===== config.mk =====
export PLATFORM = sky130hd
export DESIGN_NAME = gate_list_compiler
export DESIGN_NICKNAME = d
export VERILOG_FILES = /design/src/rtl/glc_pkg.sv /design/src/rtl/gl_accum.sv /design/src/rtl/gl_store.sv /design/src/rtl/gl_emit.sv /design/src/rtl/gate_list_compiler.sv
export SDC_FILE = /design/constraint.sdc
export NUM_CORES = 1
export LEC_CHECK = 0
export CAP_MARGIN = 20
export CORE_ASPECT_RATIO = 0.5
export CORE_MARGIN = 2
export CORE_UTILIZATION = 25
export CTS_CLUSTER_SIZE = 8
export DETAILED_ROUTE_END_ITERATION = 8
export GPL_TIMING_DRIVEN = 0
export PLACE_DENSITY_LB_ADDON = 0.1
export SLEW_MARGIN = 20
export SYNTH_ARGS = -nofsm -noshare
export SYNTH_HDL_FRONTEND = slang
export SYNTH_SLANG_ARGS = --single-unit

===== constraint.sdc =====
create_clock -name clk -period 7.2 [get_ports clk]
set_clock_uncertainty 0.2 [all_clocks]
set_input_delay 0.72 -clock clk [delete_from_list [all_inputs] [get_ports clk]]
set_output_delay 0.72 -clock clk [all_outputs]
set_load 0.02 [all_outputs]

===== src/rtl/glc_pkg.sv =====
`timescale 1ns/1ps
package glc_pkg;
  typedef enum logic [1:0] {
    WK_MASK  = 2'd0,
    WK_END   = 2'd1,
    WK_CLOSE = 2'd2,
    WK_SDU   = 2'd3
  } wr_kind_e;

  typedef enum logic [2:0] {
    ST_OK        = 3'd0,
    ST_BAD_COUNT = 3'd1,
    ST_ZERO_IV   = 3'd2,
    ST_NO_EXT    = 3'd3,
    ST_OVERFLOW  = 3'd4
  } status_e;

  typedef enum logic [1:0] {
    S_INIT = 2'd0,
    S_IDLE = 2'd1,
    S_RECV = 2'd2,
    S_EMIT = 2'd3
  } fsm_e;
endpackage


===== src/rtl/gl_accum.sv =====
`timescale 1ns/1ps
// Running interval sum with a carry bit for overflow detection.
module gl_accum #(
  parameter int TW = 32
) (
  input  logic          clk,
  input  logic          rst_n,
  input  logic          clr,
  input  logic          add,
  input  logic [TW-1:0] iv,
  output logic [TW:0]   sum_nxt
);
  logic [TW-1:0] sum_q;

  assign sum_nxt = {1'b0, sum_q} + {1'b0, iv};

  always_ff @(posedge clk or negedge rst_n) begin
    if (!rst_n)   sum_q <= '0;
    else if (clr) sum_q <= '0;
    else if (add) sum_q <= sum_nxt[TW-1:0];
  end
endmodule


===== src/rtl/gl_store.sv =====
`timescale 1ns/1ps
// Per-window buffer: holds validated masks and end times until emission.
module gl_store #(
  parameter int N_SLOTS = 16,
  parameter int N_Q     = 8,
  parameter int TW      = 32,
  localparam int SLOT_W = $clog2(N_SLOTS)
) (
  input  logic              clk,
  input  logic              we,
  input  logic [SLOT_W-1:0] widx,
  input  logic [N_Q-1:0]    wmask,
  input  logic [TW-1:0]     wend,
  input  logic [SLOT_W-1:0] ridx,
  output logic [N_Q-1:0]    rmask,
  output logic [TW-1:0]     rend
);
  logic [N_Q-1:0] mask_v [N_SLOTS];
  logic [TW-1:0]  end_v  [N_SLOTS];

  for (genvar s = 0; s < N_SLOTS; s++) begin : g_slot
    logic [N_Q-1:0] m_q;
    logic [TW-1:0]  e_q;
    always_ff @(posedge clk) begin
      if (we && (widx == SLOT_W'(s))) begin
        m_q <= wmask;
        e_q <= wend;
      end
    end
    assign mask_v[s] = m_q;
    assign end_v[s]  = e_q;
  end

  assign rmask = mask_v[ridx];
  assign rend  = end_v[ridx];
endmodule


===== src/rtl/gl_emit.sv =====
`timescale 1ns/1ps
// Write sequencer: default frame size table after reset, then the shadow image.
module gl_emit
  import glc_pkg::*;
#(
  parameter int N_SLOTS = 16,
  parameter int N_Q     = 8,
  parameter int TW      = 32,
  parameter int SDU_DEF = 2048,
  localparam int SLOT_W = $clog2(N_SLOTS),
  localparam int CNT_W  = SLOT_W + 1,
  localparam int Q_W    = $clog2(N_Q),
  localparam int SUB_W  = $clog2(N_Q + 2),
  localparam int IDX_W  = $clog2(N_SLOTS * N_Q)
) (
  input  logic              clk,
  input  logic              rst_n,
  input  logic              init_act,
  input  logic              emit_act,
  input  logic [CNT_W-1:0]  n_valid,
  input  logic [N_Q-1:0]    rmask,
  input  logic [TW-1:0]     rend,
  output logic [SLOT_W-1:0] ridx,
  output logic              last,
  output logic              wr_en,
  output logic [1:0]        wr_kind,
  output logic [IDX_W-1:0]  wr_idx,
  output logic [TW-1:0]     wr_data
);
  logic [SLOT_W-1:0] pos_q;
  logic [SUB_W-1:0]  sub_q;
  logic [Q_W-1:0]    q;
  logic              live, step_end, act;
  wr_kind_e          kind_n;
  logic [IDX_W-1:0]  idx_n;
  logic [TW-1:0]     data_n;

  assign act  = init_act | emit_act;
  assign ridx = pos_q;
  assign live = ({1'b0, pos_q} < n_valid);
  assign q    = Q_W'(sub_q - SUB_W'(2));

  always_comb begin
    if (init_act)  step_end = (sub_q == SUB_W'(N_Q - 1));
    else if (live) step_end = (sub_q == SUB_W'(N_Q + 1));
    else           step_end = (sub_q == SUB_W'(1));
    last = (init_act & step_end) |
           (emit_act & step_end & (pos_q == SLOT_W'(N_SLOTS - 1)));
  end

  always_comb begin
    kind_n = WK_SDU;
    idx_n  = IDX_W'(sub_q);
    data_n = TW'(SDU_DEF);
    if (!init_act) begin
      case (sub_q)
        SUB_W'(0): begin
          kind_n = WK_MASK;
          idx_n  = IDX_W'(pos_q);
          data_n = live ? TW'(rmask) : '0;
        end
        SUB_W'(1): begin
          kind_n = WK_END;
          idx_n  = IDX_W'(pos_q);
          data_n = live ? rend : '0;
        end
        default: begin
          kind_n = WK_CLOSE;
          idx_n  = IDX_W'(pos_q) * IDX_W'(N_Q) + IDX_W'(q);
          data_n = rmask[q] ? rend : '0;
        end
      endcase
    end
  end

  always_ff @(posedge clk or negedge rst_n) begin
    if (!rst_n) begin
      pos_q <= '0;
      sub_q <= '0;
    end else if (act) begin
      if (step_end) begin
        sub_q <= '0;
        pos_q <= pos_q + SLOT_W'(1);
      end else begin
        sub_q <= sub_q + SUB_W'(1);
      end
    end else begin
      pos_q <= '0;
      sub_q <= '0;
    end
  end

  always_ff @(posedge clk or negedge rst_n) begin
    if (!rst_n) begin
      wr_en   <= 1'b0;
      wr_kind <= '0;
      wr_idx  <= '0;
      wr_data <= '0;
    end else begin
      wr_en <= act;
      if (act) begin
        wr_kind <= kind_n;
        wr_idx  <= idx_n;
        wr_data <= data_n;
      end
    end
  end
endmodule


===== src/rtl/gate_list_compiler.sv =====
`timescale 1ns/1ps
module gate_list_compiler
  import glc_pkg::*;
#(
  parameter int N_SLOTS = 16,
  parameter int N_Q     = 8,
  parameter int TW      = 32,
  parameter int SDU_DEF = 2048,
  localparam int SLOT_W = $clog2(N_SLOTS),
  localparam int CNT_W  = SLOT_W + 1,
  localparam int IDX_W  = $clog2(N_SLOTS * N_Q)
) (
  input  logic             clk,
  input  logic             rst_n,
  input  logic             start,
  input  logic [CNT_W-1:0] req_count,
  input  logic [TW-1:0]    req_cycle,
  input  logic             req_ext,
  input  logic             ent_valid,
  input  logic [N_Q-1:0]   ent_mask,
  input  logic [TW-1:0]    ent_interval,
  output logic             busy,
  output logic             wr_en,
  output logic [1:0]       wr_kind,
  output logic [IDX_W-1:0] wr_idx,
  output logic [TW-1:0]    wr_data,
  output logic             done,
  output logic             fail,
  output logic [2:0]       status
);
  logic [1:0] rsync_q;
  logic       rst_sn;

  always_ff @(posedge clk or negedge rst_n) begin
    if (!rst_n) rsync_q <= 2'b00;
    else        rsync_q <= {rsync_q[0], 1'b1};
  end
  assign rst_sn = rsync_q[1];

  fsm_e             st_q, st_n;
  logic [CNT_W-1:0] n_q, n_n, rcv_q, rcv_n;
  logic [TW-1:0]    cyc_q, cyc_n;
  logic             done_q, done_n, fail_q, fail_n;
  logic [2:0]       stat_q, stat_n;
  logic             acc_clr, acc_add, st_we, last_ent, emit_last;
  logic [TW:0]      sum_nxt;
  logic [TW-1:0]    wend;
  logic [SLOT_W-1:0] ridx;
  logic [N_Q-1:0]   rmask;
  logic [TW-1:0]    rend;

  assign last_ent = (rcv_q == n_q - CNT_W'(1));
  assign wend     = last_ent ? cyc_q : sum_nxt[TW-1:0];

  always_comb begin
    st_n    = st_q;
    n_n     = n_q;
    cyc_n   = cyc_q;
    rcv_n   = rcv_q;
    done_n  = 1'b0;
    fail_n  = 1'b0;
    stat_n  = stat_q;
    acc_clr = 1'b0;
    acc_add = 1'b0;
    st_we   = 1'b0;
    case (st_q)
      S_INIT: if (emit_last) st_n = S_IDLE;
      S_IDLE: begin
        if (start) begin
          if (req_ext) begin
            fail_n = 1'b1;
            stat_n = ST_NO_EXT;
          end else if (req_count == '0 || req_count > CNT_W'(N_SLOTS)) begin
            fail_n = 1'b1;
            stat_n = ST_BAD_COUNT;
          end else begin
            st_n    = S_RECV;
            n_n     = req_count;
            cyc_n   = req_cycle;
            rcv_n   = '0;
            acc_clr = 1'b1;
          end
        end
      end
      S_RECV: begin
        if (ent_valid) begin
          if (ent_interval == '0) begin
            fail_n = 1'b1;
            stat_n = ST_ZERO_IV;
            st_n   = S_IDLE;
          end else if (sum_nxt[TW]) begin
            fail_n = 1'b1;
            stat_n = ST_OVERFLOW;
            st_n   = S_IDLE;
          end else begin
            acc_add = 1'b1;
            st_we   = 1'b1;
            rcv_n   = rcv_q + CNT_W'(1);
            if (last_ent) st_n = S_EMIT;
          end
        end
      end
      S_EMIT: begin
        if (emit_last) begin
          done_n = 1'b1;
          stat_n = ST_OK;
          st_n   = S_IDLE;
        end
      end
      default: st_n = S_IDLE;
    endcase
  end

  always_ff @(posedge clk or negedge rst_sn) begin
    if (!rst_sn) begin
      st_q   <= S_INIT;
      n_q    <= '0;
      cyc_q  <= '0;
      rcv_q  <= '0;
      done_q <= 1'b0;
      fail_q <= 1'b0;
      stat_q <= ST_OK;
    end else begin
      st_q   <= st_n;
      n_q    <= n_n;
      cyc_q  <= cyc_n;
      rcv_q  <= rcv_n;
      done_q <= done_n;
      fail_q <= fail_n;
      stat_q <= stat_n;
    end
  end

  gl_accum #(.TW(TW)) u_accum (
    .clk(clk), .rst_n(rst_sn), .clr(acc_clr), .add(acc_add),
    .iv(ent_interval), .sum_nxt(sum_nxt)
  );

  gl_store #(.N_SLOTS(N_SLOTS), .N_Q(N_Q), .TW(TW)) u_store (
    .clk(clk), .we(st_we), .widx(rcv_q[SLOT_W-1:0]), .wmask(ent_mask),
    .wend(wend), .ridx(ridx), .rmask(rmask), .rend(rend)
  );

  gl_emit #(.N_SLOTS(N_SLOTS), .N_Q(N_Q), .TW(TW), .SDU_DEF(SDU_DEF)) u_emit (
    .clk(clk), .rst_n(rst_sn), .init_act(st_q == S_INIT), .emit_act(st_q == S_EMIT),
    .n_valid(n_q), .rmask(rmask), .rend(rend), .ridx(ridx), .last(emit_last),
    .wr_en(wr_en), .wr_kind(wr_kind), .wr_idx(wr_idx), .wr_data(wr_data)
  );

  assign busy   = (st_q != S_IDLE);
  assign done   = done_q;
  assign fail   = fail_q;
  assign status = stat_q;
endmodule


# After elaboration in Yosys (flattened, before gate mapping)

Cells that the tools add are included.

Flip-flop bits (word level): 773
Bits in latches: 0
Memory bits (writable): 0
ROM bits: 0
Input port bits: 82
Output and inout bits: 48
Word-level logic and storage cells: 200
Memories kept: 0

$add $sub $neg: 7
Multipliers: 0
Div/mod/pow operators: 0
$lt $le $gt $ge: 4
Equal/unequal tests: 36
Shifts and indexed selects: 0
Mux-type cells: 67
Bitwise logic cells: 8
Reductions and logical operators: 31

Operators by type and width:

| kind                                           | number |
|---|---|
| two-way mux 32 bit                             | 8 |
| binary-select mux 32 bit (select 4 bit)        | 1 |
| one-hot mux 32 bit (2 select lines)            | 1 |
| == test 4 bit (second input constant)          | 10 |
| adder 32 x 32 -> 33 bit                        | 1 |
| binary-select mux 8 bit (select 4 bit)         | 1 |
| zero test 32 bit                               | 1 |
| two-way mux 5 bit                              | 6 |
| two-way mux 8 bit                              | 3 |
| two-way mux 3 bit                              | 7 |
| == test 4 x 3 -> 1 bit (second input constant) | 5 |
| two-way mux 1 bit                              | 19 |
| two-way mux 2 bit                              | 9 |
| logical AND 1 bit                              | 16 |
| two-way mux 4 bit                              | 4 |
| two-way mux 7 bit                              | 2 |
| inequality test 2 bit (second input constant)  | 7 |
| AND reduction 6 bit                            | 2 |
| one-hot mux 5 bit (2 select lines)             | 1 |
| one-hot mux 3 bit (3 select lines)             | 1 |
| adder 4 x 1 -> 4 bit (second input constant)   | 2 |
| == test 4 x 1 -> 1 bit (second input constant) | 2 |
| == test 4 x 2 -> 1 bit (second input constant) | 2 |
| zero test 4 bit                                | 2 |
| other kinds (30)                               | 40 |

# Longest topological paths before layout

Depth in word-level cells: 9
Depth in mapped cells: 14
Mapped depth without buffers: 11

# By module

A second synthesis with hierarchy kept.

Cells, all modules: 1883
Area total of the unflattened synthesis: 32967.9 um^2

By module, submodules not included:

| module             | instances | cells each | area each (um^2) | sequential area each (um^2) |
|---|---|---|---|---|
| gl_store           | 1         | 1000       | 24330.8          | 19218.4 |
| gl_accum           | 1         | 384        | 3211.8           | 800.8 |
| gate_list_compiler | 1         | 229        | 2771.4           | 1276.2 |
| gl_emit            | 1         | 270        | 2653.8           | 1251.2 |

# Worst setup path before layout

No wires, ideal clock.

Kind: input-to-reg
From: in ent_interval[17]
To: reg u_store.g_slot[0].e_q[0], enable pin
Data arrival time: 3931 ps
Required time: 6599 ps
Path slack: 2668 ps
Stages on the path: 11
Cells stage by stage: ha_1 -> clkbuf_1 -> a21oi_1 -> o21ai_1 -> a2111oi_0 -> nor4_1 -> nor3_1 -> nand3_1 -> clkbuf_1 -> nor3_1 -> and2_1

Longest elaborated chain between the ends: 6

Ends and longest elaborated chain:

| what                    | line                     | RTL |
|---|---|---|
| start: declaration      | gate_list_compiler.sv:21 | `input logic [TW-1:0] ent_interval,` |
| adder 32 x 32 -> 33 bit | gl_accum.sv:15           | `assign sum_nxt = {1'b0, sum_q} + {1'b0, iv};` |
| two-way mux 1 bit       | gate_list_compiler.sv:91 | `end else if (sum_nxt[TW]) begin` |
| two-way mux 1 bit *     | gate_list_compiler.sv:87 | `if (ent_interval == '0) begin` |
| two-way mux 1 bit *     | gate_list_compiler.sv:86 | `if (ent_valid) begin` |
| two-way mux 1 bit *     | gate_list_compiler.sv:66 | `case (st_q)` |
| logical AND 1 bit *     | gl_store.sv:25           | `if (we && (widx == SLOT_W'(s))) begin` |
| end signal: assignment  | gl_store.sv:27           | `e_q <= wend;` |
| end: declaration        | gl_store.sv:23           | `logic [TW-1:0] e_q;` |

Mark *: on every way between the ends. The rest lies on a longest branch, timed or not.
A chain may end at the register's enable or synchronous reset.

# Final worst setup path

From: in ent_interval[17]
To: reg u_store.g_slot[1].e_q[17], enable pin

Longest elaborated chain between the ends: 6

Ends and longest elaborated chain:

| what                    | line |
|---|---|
| adder 32 x 32 -> 33 bit | gl_accum.sv:15 |
| two-way mux 1 bit       | gate_list_compiler.sv:91 |
| two-way mux 1 bit *     | gate_list_compiler.sv:87 |
| two-way mux 1 bit *     | gate_list_compiler.sv:86 |
| two-way mux 1 bit *     | gate_list_compiler.sv:66 |
| logical AND 1 bit *     | gl_store.sv:25 |
| end signal: assignment  | gl_store.sv:27 |
| end: declaration        | gl_store.sv:23 |

Marks and branches as above.

==> run summary <==
The tree is rooted in a sky130_fd_sc_hd__clkbuf_16. The area occupied by multi-input gates was 9490 sq um; the total I/O pin count was 130. The total DRC errors in the routed layout was 0. Buffers placed on the I/O ports in this run total 129. The number of pins exceeding their max-slew limit in the final report was 0; the ratio of total power to cell area was 415 nW/um^2.

For the total vias in the final route, the log shows 18823. Setup repair after global routing left no endpoint under its margin. TritonCTS built the clock tree. The post-synthesis net count was 2102. Type of the most critical hold path: reg -> async. In this run the register-to-register setup slack is 1.51 ns.

Counting flops with a built-in enable in the synthesized netlist gives 640. Counting the buffers created by CTS gives 106. In this run the tightest slew margin relative to its limit is 26.3%. sky130_fd_sc_hd__edfxtp_1 takes more of the synthesized area than any other cell. Once detail routing completed, the nets flagged for antenna violations numbered 0.

The tools report the capture point of the worst reg-to-reg path as u_store.g_slot[1].e_q[17]. Summing all flip-flop and latch instances after layout gives 22600 sq um. Post-synthesis cell area: 32600 sq um. The run gives 1568 as the first-iteration detailed-routing DRC count. The fill cell instance count of the final layout came out at 12805.

The depth of the CTS H-tree is 3. The required arrival time at the worst endpoint came out at 7.38 ns. The placeable core region was 129000 sq um. Global routing used 16.2% of the available tracks. Once the floorplan was initialized, standard cells occupied 25.3% of the core. Entering global routing, the biggest net connects 47 pins. The slew at the pin closest to its max-slew limit works out to 1.11 ns.

The placed cell count is 3829, and the vertical die dimension is 259 um. Leaving out filler cells and counting taps, the final layout contains 4033. In this run the critical register-to-register path is launched from u_accum.sum_q[17]. The congestion estimate from routability-driven global placement came to 0.783. In the final layout, the share of cells above drive strength 1 is 18.4%. The largest voltage drop on the vdd net is 0.000190 V, and the overall die width is 515 um. The kind of start point of the critical path was a primary input.

Share of Yosys cell area claimed by the top area cell type: 58.9%. The most used flip-flop cell after synthesis is sky130_fd_sc_hd__edfxtp_1. The clock reaches the later pin of the worst-skew pair after 0.71 ns. For the total of warnings raised by yosys, the log shows 0.

The design draws 0.0165 W. The run finished with clean final reports. Initial antenna violation count: 1. After synthesis the netlist holds a flip-flop and latch count of 773. The worst path in the final design needs a cycle of 5.85 ns, including I/O delays and setup.

Based on the critical path, the design can be clocked at up to 171 MHz. For the unique cell type count in the Yosys netlist, the log shows 78. The initialized floorplan defines 93 standard-cell rows. The clock passes through at most 3 buffers. The count of max-cap constraint violations was 0; the residual overflow from global routing was 0. The wire length reported by the detailed router is 108 mm, and the number of endpoints with negative hold slack in the final report is 0. Of all nets on the critical path, the largest fanout is 22. Of the available clock period, the critical path in the final layout requires 81.3%. The worst setup path is of the in -> reg kind. Of all flip-flops after synthesis, the portion carrying an async set or reset was 17.2%.

For this run, the post-layout net count is 2360. The worst setup path is captured at a flip-flop. The total setup violations reported at the end of the flow was 0. The gate count of the mapped netlist is 1970. Clock-pin slew was measured on the worst setup and hold paths at 0.05 ns. The first-pass GRT wire length is 152 mm. The post-detailed-route wirelength per cell was 26.7 um; the synthesized area divided by synthesized cell count was 16.6 sq um. The number of global-route vias before repair was 19587; the die outline area was 134000 sq um. In the routed layout, each cell is associated on average with a via count of 4.67. The worst setup path startpoint was ent_interval[17]. Counting every sink on the clock net gives 773. The first-pass iteration count of the detailed router was 7; the relative area change from synthesis to final layout was 21.9%. For the sequential share of the synthesized area, the log shows 69.1%. By area the synthesized netlist is led by sky130_fd_sc_hd__edfxtp_1, sky130_fd_sc_hd__mux4_2, sky130_fd_sc_hd__dfrtp_1. Summed over all cells, the static leakage comes to 13.3 nW.

At the worst endpoint, the arrival time is 6.03 ns. The worst reg2reg path depth came out at 12. Detailed placement finished with a half-perimeter wire length of 70.8 mm.
## worst max-delay path by stage
| stage | end | depth (start not counted) |
|---|---|---|
| 6_report | u_store.g_slot[1].e_q[17] | 13 |
| 5_1_grt | u_store.g_slot[1].e_q[17] | 13 |
| 4_1_cts | u_store.g_slot[1].e_q[17] | 13 |
| 3_5_place_dp | u_store.g_slot[1].e_q[16] | 13 |
| 3_3_place_gp | u_store.g_slot[2].e_q[22] | 12 |
| 2_1_floorplan | u_store.g_slot[0].e_q[0] | 11 |
## sequential cells by signal, summed over array words and instances (netlist names), 2 cells and up
signal,cells
rcv_q,5
cyc_q,32
u_emit.wr_kind,2
u_store.g_slot.m_q,128
u_accum.sum_q,32
u_emit.ridx,4
st_q,2
u_emit.wr_data,32
n_q,5
u_emit.wr_idx,7
u_emit.sub_q,4
status,3
rsync_q,2
u_store.g_slot.e_q,512
## worst max-delay path, cell delays in order
cell,delay (ns)
sky130_fd_sc_hd__clkdlybuf4s50_1,0.57
sky130_fd_sc_hd__ha_1,0.26
sky130_fd_sc_hd__clkbuf_1,0.19
sky130_fd_sc_hd__a21oi_1,0.19
sky130_fd_sc_hd__o21ai_1,0.16
sky130_fd_sc_hd__a2111oi_0,0.77
sky130_fd_sc_hd__nor4_1,0.22
sky130_fd_sc_hd__nor3_1,0.76
sky130_fd_sc_hd__nand3_1,0.41
sky130_fd_sc_hd__clkbuf_1,0.40
sky130_fd_sc_hd__nor3_1,0.41
sky130_fd_sc_hd__and2_4,0.60
sky130_fd_sc_hd__buf_12,0.29
## layout make-up
class	count	share of cell area (%)
inverters	47	0.444
diodes	2	0.0126
plain buffers	103	1.24
multi-input cells	1047	23.9
flip-flops and latches	773	56.7
clock inverters	5	0.264
well taps	1710	5.38
repair buffers	150	4.48
clock buffers	196	7.63
## per-layer routing
layer / part of all wire, % / track usage, % / vias to the layer above
met4: 2.4 / 4.11 / 0
li1: - / - / 8319
met5: 0 / 0 / -
met2: 46 / 25.3 / 404
met1: 48 / 23.2 / 9955
met3: 4.0 / 2.98 / 145
## cells in the final DEF (no fill, tap or decap), types with 11 or more instances in the layout
master,instances
sky130_fd_sc_hd__inv_1,46
sky130_fd_sc_hd__buf_2,16
sky130_fd_sc_hd__ha_1,49
sky130_fd_sc_hd__clkdlybuf4s50_1,129
sky130_fd_sc_hd__nor3_1,11
sky130_fd_sc_hd__xor2_1,13
sky130_fd_sc_hd__xnor2_1,23
sky130_fd_sc_hd__nand2_1,237
sky130_fd_sc_hd__clkbuf_16,108
sky130_fd_sc_hd__a21oi_1,66
sky130_fd_sc_hd__dfrtp_1,132
sky130_fd_sc_hd__a221oi_1,11
sky130_fd_sc_hd__mux2i_1,49
sky130_fd_sc_hd__a211oi_1,11
sky130_fd_sc_hd__mux4_2,160
sky130_fd_sc_hd__nor2_1,58
sky130_fd_sc_hd__clkbuf_1,154
sky130_fd_sc_hd__nand4_1,13
sky130_fd_sc_hd__edfxtp_1,640
sky130_fd_sc_hd__buf_16,12
sky130_fd_sc_hd__nand3_1,14
sky130_fd_sc_hd__a21o_1,23
sky130_fd_sc_hd__o221ai_1,19
sky130_fd_sc_hd__o21ai_2,27
sky130_fd_sc_hd__nor4_1,12
sky130_fd_sc_hd__o21ai_0,49
sky130_fd_sc_hd__mux2_2,34
## cells in the mapped netlist, drive strengths merged (11+ instances only)
| cell type | n |
|---|---|
| nor3 | 11 |
| nand2 | 237 |
| nand3 | 14 |
| mux2i | 49 |
| a211oi | 12 |
| ha | 49 |
| dfrtp | 133 |
| and2 | 15 |
| inv | 46 |
| buf | 33 |
| mux4 | 160 |
| a221oi | 12 |
| nand4 | 13 |
| o221ai | 19 |
| o21ai | 81 |
| mux2 | 35 |
| a21o | 23 |
| clkbuf | 70 |
| xnor2 | 23 |
| a21oi | 68 |
| edfxtp | 640 |
| nor2 | 58 |
| nor4 | 13 |
| xor2 | 13 |
## through the flow
step	TNS, ns	utilization (%)	setup WS (ns)	area (sq um)	hold WS [ns]
floorplan	0	-	2.67	32600	0.131
global placement	-477.12	27.9	-1.20	36100	0.135
detailed placement	0	28.4	0.754	36600	0.101
CTS	0	30.8	1.51	39800	0.0774
global route	0	30.8	1.24	39800	0.101
finish	0	30.8	1.35	39800	0.0618
## power breakdown
part           leakage, nW  switching (W)  internal, W
combinational         4.38        0.00359      0.00156
sequential            7.46       0.000218      0.00634
clock                 1.48        0.00200      0.00281
## logic make-up (layout without fill, tap and decap cells)
group	count (synthesis)	in the layout	synth area share (%)
AO/OA/AOI/OAI	298	298	6.41
multiplexers	244	244	13.8
flip-flops	773	773	69.1
AND/OR/NAND/NOR	418	418	5.81
buffers and inverters	150	501	2.02
XOR/XNOR	36	36	0.966
adder cells (fa/ha/maj)	50	50	1.94
other	1	3	0.0115
## repair_timing
action,4_1_cts,5_1_grt
hold buffers,1,0
resized for setup,0,0
hold endpoints to repair,2,0
buffers inserted,0,0
(Power assumes the default switching activity.)
